File: src/rtl/hirom_pkg.sv
package hirom_pkg;

    typedef enum logic [2:0] {
        S_IDLE,
        S_ROM_READ,
        S_SRAM_READ,
        S_SRAM_WRITE,
        S_BLOCKED
    } bus_state_e;

    typedef enum logic [1:0] {
        REG_NONE,
        REG_ROM,
        REG_SRAM
    } region_e;

endpackage

File: src/rtl/hirom_region_decode.sv
module hirom_region_decode
    import hirom_pkg::*;
#(
    parameter int BANK_W        = 8,
    parameter int OFF_W         = 16,
    parameter int ROM_BANK_MIN  = 8'hC0,
    parameter int SRAM_BANK_MIN = 8'h30,
    parameter int SRAM_BANK_MAX = 8'h3F,
    parameter int SRAM_OFF_MIN  = 16'h6000,
    parameter int SRAM_AW       = 13
) (
    input  logic [BANK_W-1:0] bank,
    input  logic [OFF_W-1:0]  offset,
    output region_e           region
);
    localparam int SRAM_SPAN    = 1 << SRAM_AW;
    localparam int SRAM_OFF_MAX = SRAM_OFF_MIN + SRAM_SPAN - 1;

    logic in_rom;
    logic in_sram_bank;
    logic in_sram_off;

    always_comb begin
        in_rom       = (int'(bank) >= ROM_BANK_MIN);
        in_sram_bank = (int'(bank) >= SRAM_BANK_MIN) && (int'(bank) <= SRAM_BANK_MAX);
        in_sram_off  = (int'(offset) >= SRAM_OFF_MIN) && (int'(offset) <= SRAM_OFF_MAX);
        if (in_rom)
            region = REG_ROM;
        else if (in_sram_bank && in_sram_off)
            region = REG_SRAM;
        else
            region = REG_NONE;
    end

endmodule

File: src/rtl/hirom_bus_fsm.sv
module hirom_bus_fsm
    import hirom_pkg::*;
#(
    parameter int BANK_W = 8,
    parameter int OFF_W  = 16,
    parameter int DW     = 8
) (
    input  logic              clk,
    input  logic              rst_n,
    input  logic              rd_stb,
    input  logic              wr_stb,
    input  region_e           region,
    input  logic [BANK_W-1:0] bank,
    input  logic [OFF_W-1:0]  offset,
    input  logic [DW-1:0]     wdata,
    output bus_state_e        state,
    output logic [BANK_W-1:0] bank_q,
    output logic [OFF_W-1:0]  offset_q,
    output logic [DW-1:0]     wdata_q
);
    bus_state_e state_nx;

    always_comb begin
        unique case ({rd_stb, wr_stb})
            2'b00: state_nx = S_IDLE;
            2'b11: state_nx = S_BLOCKED;
            2'b10: begin
                unique case (region)
                    REG_ROM:  state_nx = S_ROM_READ;
                    REG_SRAM: state_nx = S_SRAM_READ;
                    default:  state_nx = S_BLOCKED;
                endcase
            end
            default: begin
                if (region == REG_SRAM)
                    state_nx = S_SRAM_WRITE;
                else
                    state_nx = S_BLOCKED;
            end
        endcase
    end

    always_ff @(posedge clk) begin
        if (!rst_n) begin
            state    <= S_IDLE;
            bank_q   <= '0;
            offset_q <= '0;
            wdata_q  <= '0;
        end else begin
            state <= state_nx;
            if (rd_stb || wr_stb) begin
                bank_q   <= bank;
                offset_q <= offset;
                wdata_q  <= wdata;
            end
        end
    end

endmodule

File: src/rtl/hirom_lane_mux.sv
module hirom_lane_mux #(
    parameter int WORD_W = 16,
    parameter int BYTE_W = 8
) (
    input  logic [WORD_W-1:0]                           word,
    input  logic [$clog2(WORD_W/BYTE_W > 1 ? WORD_W/BYTE_W : 2)-1:0] sel,
    output logic [BYTE_W-1:0]                           byte_out
);
    localparam int LANES = WORD_W / BYTE_W;

    logic [BYTE_W-1:0] lanes [LANES];

    for (genvar g = 0; g < LANES; g++) begin : g_lane
        assign lanes[g] = word[g*BYTE_W +: BYTE_W];
    end

    always_comb begin
        byte_out = lanes[0];
        for (int i = 0; i < LANES; i++) begin
            if (int'(sel) == i)
                byte_out = lanes[i];
        end
    end

endmodule

File: src/rtl/hirom_decoder.sv
module hirom_decoder
    import hirom_pkg::*;
#(
    parameter int ROM_BANK_MIN  = 8'hC0,
    parameter int ROM_BANK_BITS = 6,
    parameter int ROM_DW        = 16,
    parameter int SRAM_BANK_MIN = 8'h30,
    parameter int SRAM_BANK_MAX = 8'h3F,
    parameter int SRAM_OFF_MIN  = 16'h6000,
    parameter int SRAM_AW       = 13
) (
    input  logic        clk,
    input  logic        rst_n,
    input  logic [7:0]  bank,
    input  logic [15:0] offset,
    input  logic        rd_stb,
    input  logic        wr_stb,
    input  logic [7:0]  cpu_wdata,
    input  logic [15:0] rom_rdata,
    input  logic [7:0]  sram_rdata,
    output logic        rom_cs,
    output logic        rom_oe,
    output logic [20:0] rom_addr,
    output logic        sram_cs,
    output logic        sram_oe,
    output logic        sram_we,
    output logic [12:0] sram_addr,
    output logic [7:0]  sram_wdata,
    output logic [7:0]  cpu_rdata,
    output logic        bus_drive
);
    localparam int BANK_W = 8;
    localparam int OFF_W  = 16;
    localparam int DW     = 8;
    localparam int LANES  = ROM_DW / DW;
    localparam int LSEL_W = $clog2(LANES > 1 ? LANES : 2);
    localparam int RA_W   = ROM_BANK_BITS + OFF_W - LSEL_W;

    region_e           region;
    bus_state_e        state;
    logic [BANK_W-1:0] bank_q;
    logic [OFF_W-1:0]  offset_q;
    logic [DW-1:0]     wdata_q;
    logic [DW-1:0]     rom_byte;

    hirom_region_decode #(
        .BANK_W        (BANK_W),
        .OFF_W         (OFF_W),
        .ROM_BANK_MIN  (ROM_BANK_MIN),
        .SRAM_BANK_MIN (SRAM_BANK_MIN),
        .SRAM_BANK_MAX (SRAM_BANK_MAX),
        .SRAM_OFF_MIN  (SRAM_OFF_MIN),
        .SRAM_AW       (SRAM_AW)
    ) u_region (
        .bank   (bank),
        .offset (offset),
        .region (region)
    );

    hirom_bus_fsm #(
        .BANK_W (BANK_W),
        .OFF_W  (OFF_W),
        .DW     (DW)
    ) u_fsm (
        .clk      (clk),
        .rst_n    (rst_n),
        .rd_stb   (rd_stb),
        .wr_stb   (wr_stb),
        .region   (region),
        .bank     (bank),
        .offset   (offset),
        .wdata    (cpu_wdata),
        .state    (state),
        .bank_q   (bank_q),
        .offset_q (offset_q),
        .wdata_q  (wdata_q)
    );

    hirom_lane_mux #(
        .WORD_W (ROM_DW),
        .BYTE_W (DW)
    ) u_lane (
        .word     (rom_rdata),
        .sel      (offset_q[LSEL_W-1:0]),
        .byte_out (rom_byte)
    );

    // Output decode from the registered state
    always_comb begin
        rom_cs     = 1'b0;
        rom_oe     = 1'b0;
        sram_cs    = 1'b0;
        sram_oe    = 1'b0;
        sram_we    = 1'b0;
        bus_drive  = 1'b0;
        cpu_rdata  = '0;
        rom_addr   = RA_W'({bank_q[ROM_BANK_BITS-1:0], offset_q[OFF_W-1:LSEL_W]});
        sram_addr  = offset_q[SRAM_AW-1:0];
        sram_wdata = wdata_q;
        unique case (state)
            S_ROM_READ: begin
                rom_cs    = 1'b1;
                rom_oe    = 1'b1;
                bus_drive = 1'b1;
                cpu_rdata = rom_byte;
            end
            S_SRAM_READ: begin
                sram_cs   = 1'b1;
                sram_oe   = 1'b1;
                bus_drive = 1'b1;
                cpu_rdata = sram_rdata;
            end
            S_SRAM_WRITE: begin
                sram_cs = 1'b1;
                sram_we = 1'b1;
            end
            S_IDLE, S_BLOCKED: begin
            end
            default: begin
            end
        endcase
    end

endmodule

File: config.mk
export PLATFORM = sky130hd
export DESIGN_NAME = hirom_decoder
export DESIGN_NICKNAME = d
export VERILOG_FILES = /design/src/rtl/hirom_pkg.sv /design/src/rtl/hirom_region_decode.sv /design/src/rtl/hirom_bus_fsm.sv /design/src/rtl/hirom_lane_mux.sv /design/src/rtl/hirom_decoder.sv
export SDC_FILE = /design/constraint.sdc
export NUM_CORES = 1
export LEC_CHECK = 0
export ABC_AREA = 1
export CORE_MARGIN = 4
export CORE_UTILIZATION = 38
export CTS_CLUSTER_DIAMETER = 80
export DETAILED_ROUTE_END_ITERATION = 12
export MAX_ROUTING_LAYER = met4
export PLACE_DENSITY = 0.81
export SLEW_MARGIN = 20
export SYNTH_ARGS = -nofsm -noshare
export SYNTH_HDL_FRONTEND = slang
export SYNTH_HIERARCHICAL = 1
export SYNTH_SLANG_ARGS = --single-unit
export TNS_END_PERCENT = 30
File: constraint.sdc
create_clock -name clk -period 1.3 [get_ports clk]
set_clock_uncertainty 0.2 [all_clocks]
set_input_delay 0.13 -clock clk [delete_from_list [all_inputs] [get_ports clk]]
set_output_delay 0.13 -clock clk [all_outputs]
set_load 0.01 [all_outputs]
==> results of run 1 <==
repair_timing:
action                                  in CTS  in global routing
resized for setup                          120                 27
endpoints found under the setup margin      59                 20
pin swaps                                   17                 11
endpoints found under the hold margin        0                  1
gates cloned                                 1                  0
hold buffers                                 0                  1
setup buffers                                3                  1
registers in the layout, indices dropped and copies added (netlist names):
signal / flops
u_fsm/offset_q: 16
u_fsm/wdata_q: 8
u_fsm/bank_q: 6
u_fsm/state: 3
power breakdown:
part           total, mW  internal (mW)  switching [mW]  leakage [nW]
clock network      0.977          0.625           0.352        0.0585
logic              0.684          0.375           0.309          1.33
registers           1.12           1.08          0.0423         0.277
through the flow:
stage          total power, mW  setup slack, ns  area [sq um]  util (%)
2_1_floorplan             1.46           0.0905          1850         -
3_3_place_gp              1.84           -0.448          2990      63.3
3_5_place_dp              1.86           -0.466          2990      63.3
4_1_cts                   2.80           -0.241          3090      65.5
5_1_grt                   2.96           -0.325          3200      67.7
6_report                  2.78           -0.245          3200      67.7
worst paths after layout:
kind                                         from           endpoint  depth (start not counted)
worst min-delay path                      bank[5]    u_fsm/bank_q[5]                          3
worst max-delay path            u_fsm/offset_q[0]       cpu_rdata[0]                          7
worst min register to register    u_fsm/bank_q[0]    u_fsm/bank_q[0]                          4
worst max register to register  u_fsm/offset_q[0]  u_fsm/offset_q[0]                          4
area by class of cell:
| type | instances | area (sq um) |
|---|---|---|
| sequential | 33 | 673 |
| multi-input combinational | 193 | 881 |
| timing repair buffer | 132 | 1270 |
| clock inverter | 1 | 30.0 |
| tap | 67 | 83.8 |
| clock buffer | 7 | 86.3 |
| inverter | 44 | 178 |
| fill | 437 | 1520 |
cells in the final DEF (no fill, tap or decap), drive strengths merged:
cell type / instances
nand3: 12
a21oi: 2
bufbuf: 1
dfxtp: 33
ha: 3
nand4: 8
dlymetal6s2s: 2
clkbuf: 7
inv: 44
buf: 30
nor2: 68
clkdlybuf4s50: 57
nor3: 1
o21ai: 1
clkdlybuf4s15: 2
dlygate4sd2: 39
dlygate4sd3: 1
bufinv: 1
nand2: 98
worst max-delay path, stage by stage (launching register included):
cell	delay [ns]
dfxtp_2	0.34
buf_6	0.13
inv_8	0.07
nand2_1	0.05
nand2_1	0.07
nand3_1	0.07
nand2_1	0.10
buf_6	0.12
per-layer routing:
layer,GRT usage [%],vias to the layer above,part of all wire (%)
li1,-,1078,-
met1,20.1,931,40
met2,33.0,93,49
met3,6.84,4,9.9
met4,4.63,0,0.68
met5,-,-,0
==> results_dict.tcl, run 1 <==
set metrics [dict create \
    failed_checks "hold timing, setup timing" \
    setup_ws_ns -0.245 \
    vdd_drop_max_mv 0.595 \
    clock_sinks 33 \
    slew_headroom_pct 88.5 \
    die_w_microns 77.9 \
    overflow 0 \
    place.gp.congestion 0.826 \
    rsz0062_at_grt "yes" \
    drive_above_1_share_pct 16.3 \
    whs_ns -0.0197 \
    setup_viol 16 \
    finalCriticalPeriod_ns 1.54 \
    cp.arrival_ns 1.21 \
    area_growth_syn_to_layout_pct 72.5 \
    synth_area_per_cell_sq_um 6.24 \
    fin_nets 472 \
    max_freq_mhz 647 \
    grt_pass1_wl_microns 9020 \
    dp_hpwl_microns 4070 \
    status "complete, but fails checks" \
    antenna_found_initial 0 \
    coreArea_sq_mm 0.00472 \
    syn-cell-area_sq_mm 0.00185 \
    viasPerCell 4.42 \
    wl_per_cell_microns 11.8 \
    drt_wl_total_microns 5620 \
    route.detailed.drc 0 \
    track_usage_pct 18.8 \
    drt-pass1-iter-count 4 \
    yosysWarnings 6 \
    worst_pin_slew_ns 0.172 \
    max_cap_violations 0 \
    cts_tree "yes" \
    die_y_microns 77.9 \
    clk_latency_ns 0.27 \
    hold_viol 1 \
    grt_start_max_net_pins 45 \
    power_density_mw_per_mm2 870 \
    cts_buffer_depth 2 \
    die_area_sq_mm 0.00606 \
    clockRootBuffer "clkbuf_8" \
    grt_pass1_vias 2082 \
    required_ns 0.97 \
    end_kind "output pin" \
    cp_max_fo 8 \
    cts_buffers 5 \
    drv_slew 0 \
    rows 25 \
    startpoint_type "flip-flop" \
    postRouteAntennaNets 0 \
    clk_pin_slew_worst_paths_ns 0.07 \
    portBuffers 115 \
    post-route-period-util_pct 119 \
    hp-class "input pin to flip-flop" \
    regToRegSetupSlack_ns 0.44 \
    io_pins 116 \
    synthCells 297 \
    path_class "flip-flop to output pin" \
    initial_core_util_pct 39.3 \
    leakage_nw 1.67 \
    first_iter_violations 38 \
    vias 2106 \
    placedCellCount 463 \
    finalNonFillerCells 477 \
    setup_tns_ns -2.34 \
    syn-num-nets 360 \
    antenna_cells 0 \
    htreeDepth 2 \
]
Power figures use the tool's default switching activity.
==> inputs of run 2 (changes only) <==
--- a/config.mk
+++ b/config.mk
@@ -11,7 +11,7 @@
 export CTS_CLUSTER_DIAMETER = 80
 export DETAILED_ROUTE_END_ITERATION = 12
 export MAX_ROUTING_LAYER = met4
-export PLACE_DENSITY = 0.81
+export PLACE_DENSITY = 0.8
 export SLEW_MARGIN = 20
 export SYNTH_ARGS = -nofsm -noshare
 export SYNTH_HDL_FRONTEND = slang
==> run 2 against run 1 <==
Compared with the run above: the run ends with setup timing left; global-route usage is 0.84 points lower; worst setup slack improved by 0.0054 ns; sequential share of layout area rose by 0.50 points; die area is the same; register-to-register slack worse by 0.08 ns; combinational power is 2% lower; utilization down 1.3 points; largest power group unchanged; critical path type unchanged; power down 9.1%; final cell count fell by 0.21%; maximum frequency increased by 0.35%; highest routed layer unchanged; critical endpoint is now cpu_rdata[7]; wire length is 4.9% lower.
==> results_dict.tcl, run 2 (synthesized netlist as in run 1, its figures left out) <==
set metrics [dict create \
    status "complete, but fails checks" \
    failed_checks "setup timing" \
    io_pins 116 \
    post-route-period-util_pct 118 \
    cp_cell_sequence "buf_6 -> inv_8 -> nand2_2 -> nand2_2 -> nand3_2 -> nand2_1 -> buf_2" \
    rsz0062_at_grt "yes" \
    largest_reg_flops 16 \
    clk_latency_ns 0.28 \
    grt_pass1_vias 1914 \
    die_area_sq_mm 0.00606 \
    finalCriticalPeriod_ns 1.54 \
    grt_pass1_wl_microns 8630 \
    cp_slowest_cell "dfxtp_2" \
    slowest_delay_ns 0.32 \
    first_iter_violations 78 \
    worst_pin_slew_ns 0.183 \
    cp_max_fo 8 \
    final_cell_mix "nand2_1, nor2_1, clkdlybuf4s50_1" \
    antenna_found_initial 0 \
    clockRootBuffer "clkbuf_8" \
    p_sw_share_pct 27.7 \
    clock_sinks 33 \
    startpoint_type "flip-flop" \
    grt_start_max_net_pins 47 \
    die_w_microns 77.9 \
    hold_viol 0 \
    pre_cts_ws_ns -0.471 \
    power_density_mw_per_mm2 806 \
    drt_wl_total_microns 5350 \
    area_growth_syn_to_layout_pct 69.2 \
    leakage_nw 1.63 \
    cts_buffers 5 \
    fin_nets 471 \
    path_class "flip-flop to output pin" \
    pwr-share-comb_pct 26.6 \
    layout_commonest_cell "nand2_1" \
    drv_slew 0 \
    drive_above_1_share_pct 16.9 \
    htreeDepth 2 \
    initial_core_util_pct 39.3 \
    vias 2060 \
    postPlaceCellArea_sq_mm 0.00297 \
    hp-class "input pin to flip-flop" \
    p_seq_share_pct 44.4 \
    setup_tns_ns -2.40 \
    switching_power_mw 0.699 \
    required_ns 0.97 \
    clk_pin_slew_worst_paths_ns 0.07 \
    max_freq_mhz 650 \
    die_y_microns 77.9 \
    max_cap_violations 0 \
    cts_tree "yes" \
    rows 25 \
    top_regs "u_fsm/offset_q (16), u_fsm/wdata_q (8), u_fsm/bank_q (6)" \
    regMostFlops "u_fsm/offset_q" \
    portBuffers 115 \
    cts_buffer_depth 2 \
    cpLargestDelayFamily "buffers and inverters" \
    setup_ws_ns -0.240 \
    coreArea_sq_mm 0.00472 \
    vdd_drop_max_mv 0.665 \
    track_usage_pct 18.0 \
    drt-pass1-iter-count 6 \
    place.gp.congestion 0.830 \
    pwr-share-clk_pct 29.0 \
    cp.arrival_ns 1.21 \
    finalInstanceArea_sq_mm 0.00314 \
    end_kind "output pin" \
    wl_per_cell_microns 11.2 \
    viasPerCell 4.33 \
    slew_headroom_pct 87.8 \
    antenna_cells 0 \
    postRouteAntennaNets 0 \
    crit_top_cell "nand2_2" \
    route.detailed.drc 0 \
    cp_num_buf_inv 3 \
    intPower_mw 1.83 \
    overflow 0 \
    setup_viol 16 \
    dp_hpwl_microns 3890 \
]
run 2: cell count changes in the layout (fill, tap and decap cells not counted), moves of 2 or more:
cell and delta:
clkdlybuf4s15_1 +4, dfxtp_2 +2, dfxtp_1 -2, buf_2 +2, inv_2 -2, dlygate4sd2_1 -5, nand2_1 -2
run 2: layout make-up:
class | instances | area, sq um
fill | 418 | 1590
sequential | 33 | 676
clock inverter | 1 | 7.51
timing repair buffer | 131 | 1240
tap | 67 | 83.8
multi-input combinational | 193 | 876
inverter | 44 | 180
clock buffer | 7 | 76.3
run 2: worst reg2reg max path: cells and delay by family, from the launching register on:
family	cells	cell delay, ns
DFF	1	0.32
buffers and inverters	2	0.17
and+or+nand+nor	3	0.13
run 2: timing repair:
| action | CTS | global route |
|---|---|---|
| endpoints found under the setup margin | 58 | 27 |
| gates cloned | 1 | 0 |
| gates resized for setup | 124 | 29 |
| pin swaps | 16 | 19 |
| hold endpoints to repair | 0 | 1 |
| setup buffers | 4 | 0 |
| hold buffers | 0 | 1 |
run 2: through the flow:
step / cells / utilization, % / total power, mW / hold WS [ns]
detailed placement: 462 / 62.9 / 1.85 / 0.299
global route: 476 / 66.4 / 2.70 / 0.229
finish: 476 / 66.4 / 2.53 / 0.228
global placement: 462 / 62.9 / 1.83 / 0.296
CTS: 475 / 65.1 / 2.55 / 0.218
floorplan: 297 / - / 1.46 / 0.0507
run 2: power by group through the flow:
stage          clock network [mW]  logic [mW]  registers (mW)
4_1_cts                     0.767       0.657            1.12
3_5_place_dp                    0       0.697            1.15
6_report                    0.732       0.673            1.12
3_3_place_gp                    0       0.689            1.15
2_1_floorplan                   0       0.284            1.18
5_1_grt                     0.819       0.746            1.13
run 2: layer usage:
layer  global-route usage, %  vias to the layer above  share of wire [%]
met3                    7.42                        2                 12
li1                        -                     1078                  -
met2                    29.0                       95                 47
met1                    20.6                      885                 41
met5                       -                        -                  0
met4                    4.63                        0               0.34
run 2: path summary, 6_finish.rpt:
path                          start                end  slack [ns]  cells past startpoint
hold / removal         cpu_wdata[0]   u_fsm/wdata_q[0]        0.23                      3
setup reg to reg  u_fsm/offset_q[0]  u_fsm/offset_q[0]        0.36                      5
setup / recovery  u_fsm/offset_q[0]       cpu_rdata[7]       -0.24                      7
hold reg to reg    u_fsm/wdata_q[0]   u_fsm/wdata_q[0]        0.31                      4
==> inputs of run 3 (changes only) <==
--- a/config.mk
+++ b/config.mk
@@ -6,6 +6,7 @@
 export NUM_CORES = 1
 export LEC_CHECK = 0
 export ABC_AREA = 1
+export CAP_MARGIN = 20
 export CORE_MARGIN = 4
 export CORE_UTILIZATION = 38
 export CTS_CLUSTER_DIAMETER = 80
==> results of run 3 <==
Final layout, timing and power as in run 2 (identical DEF).
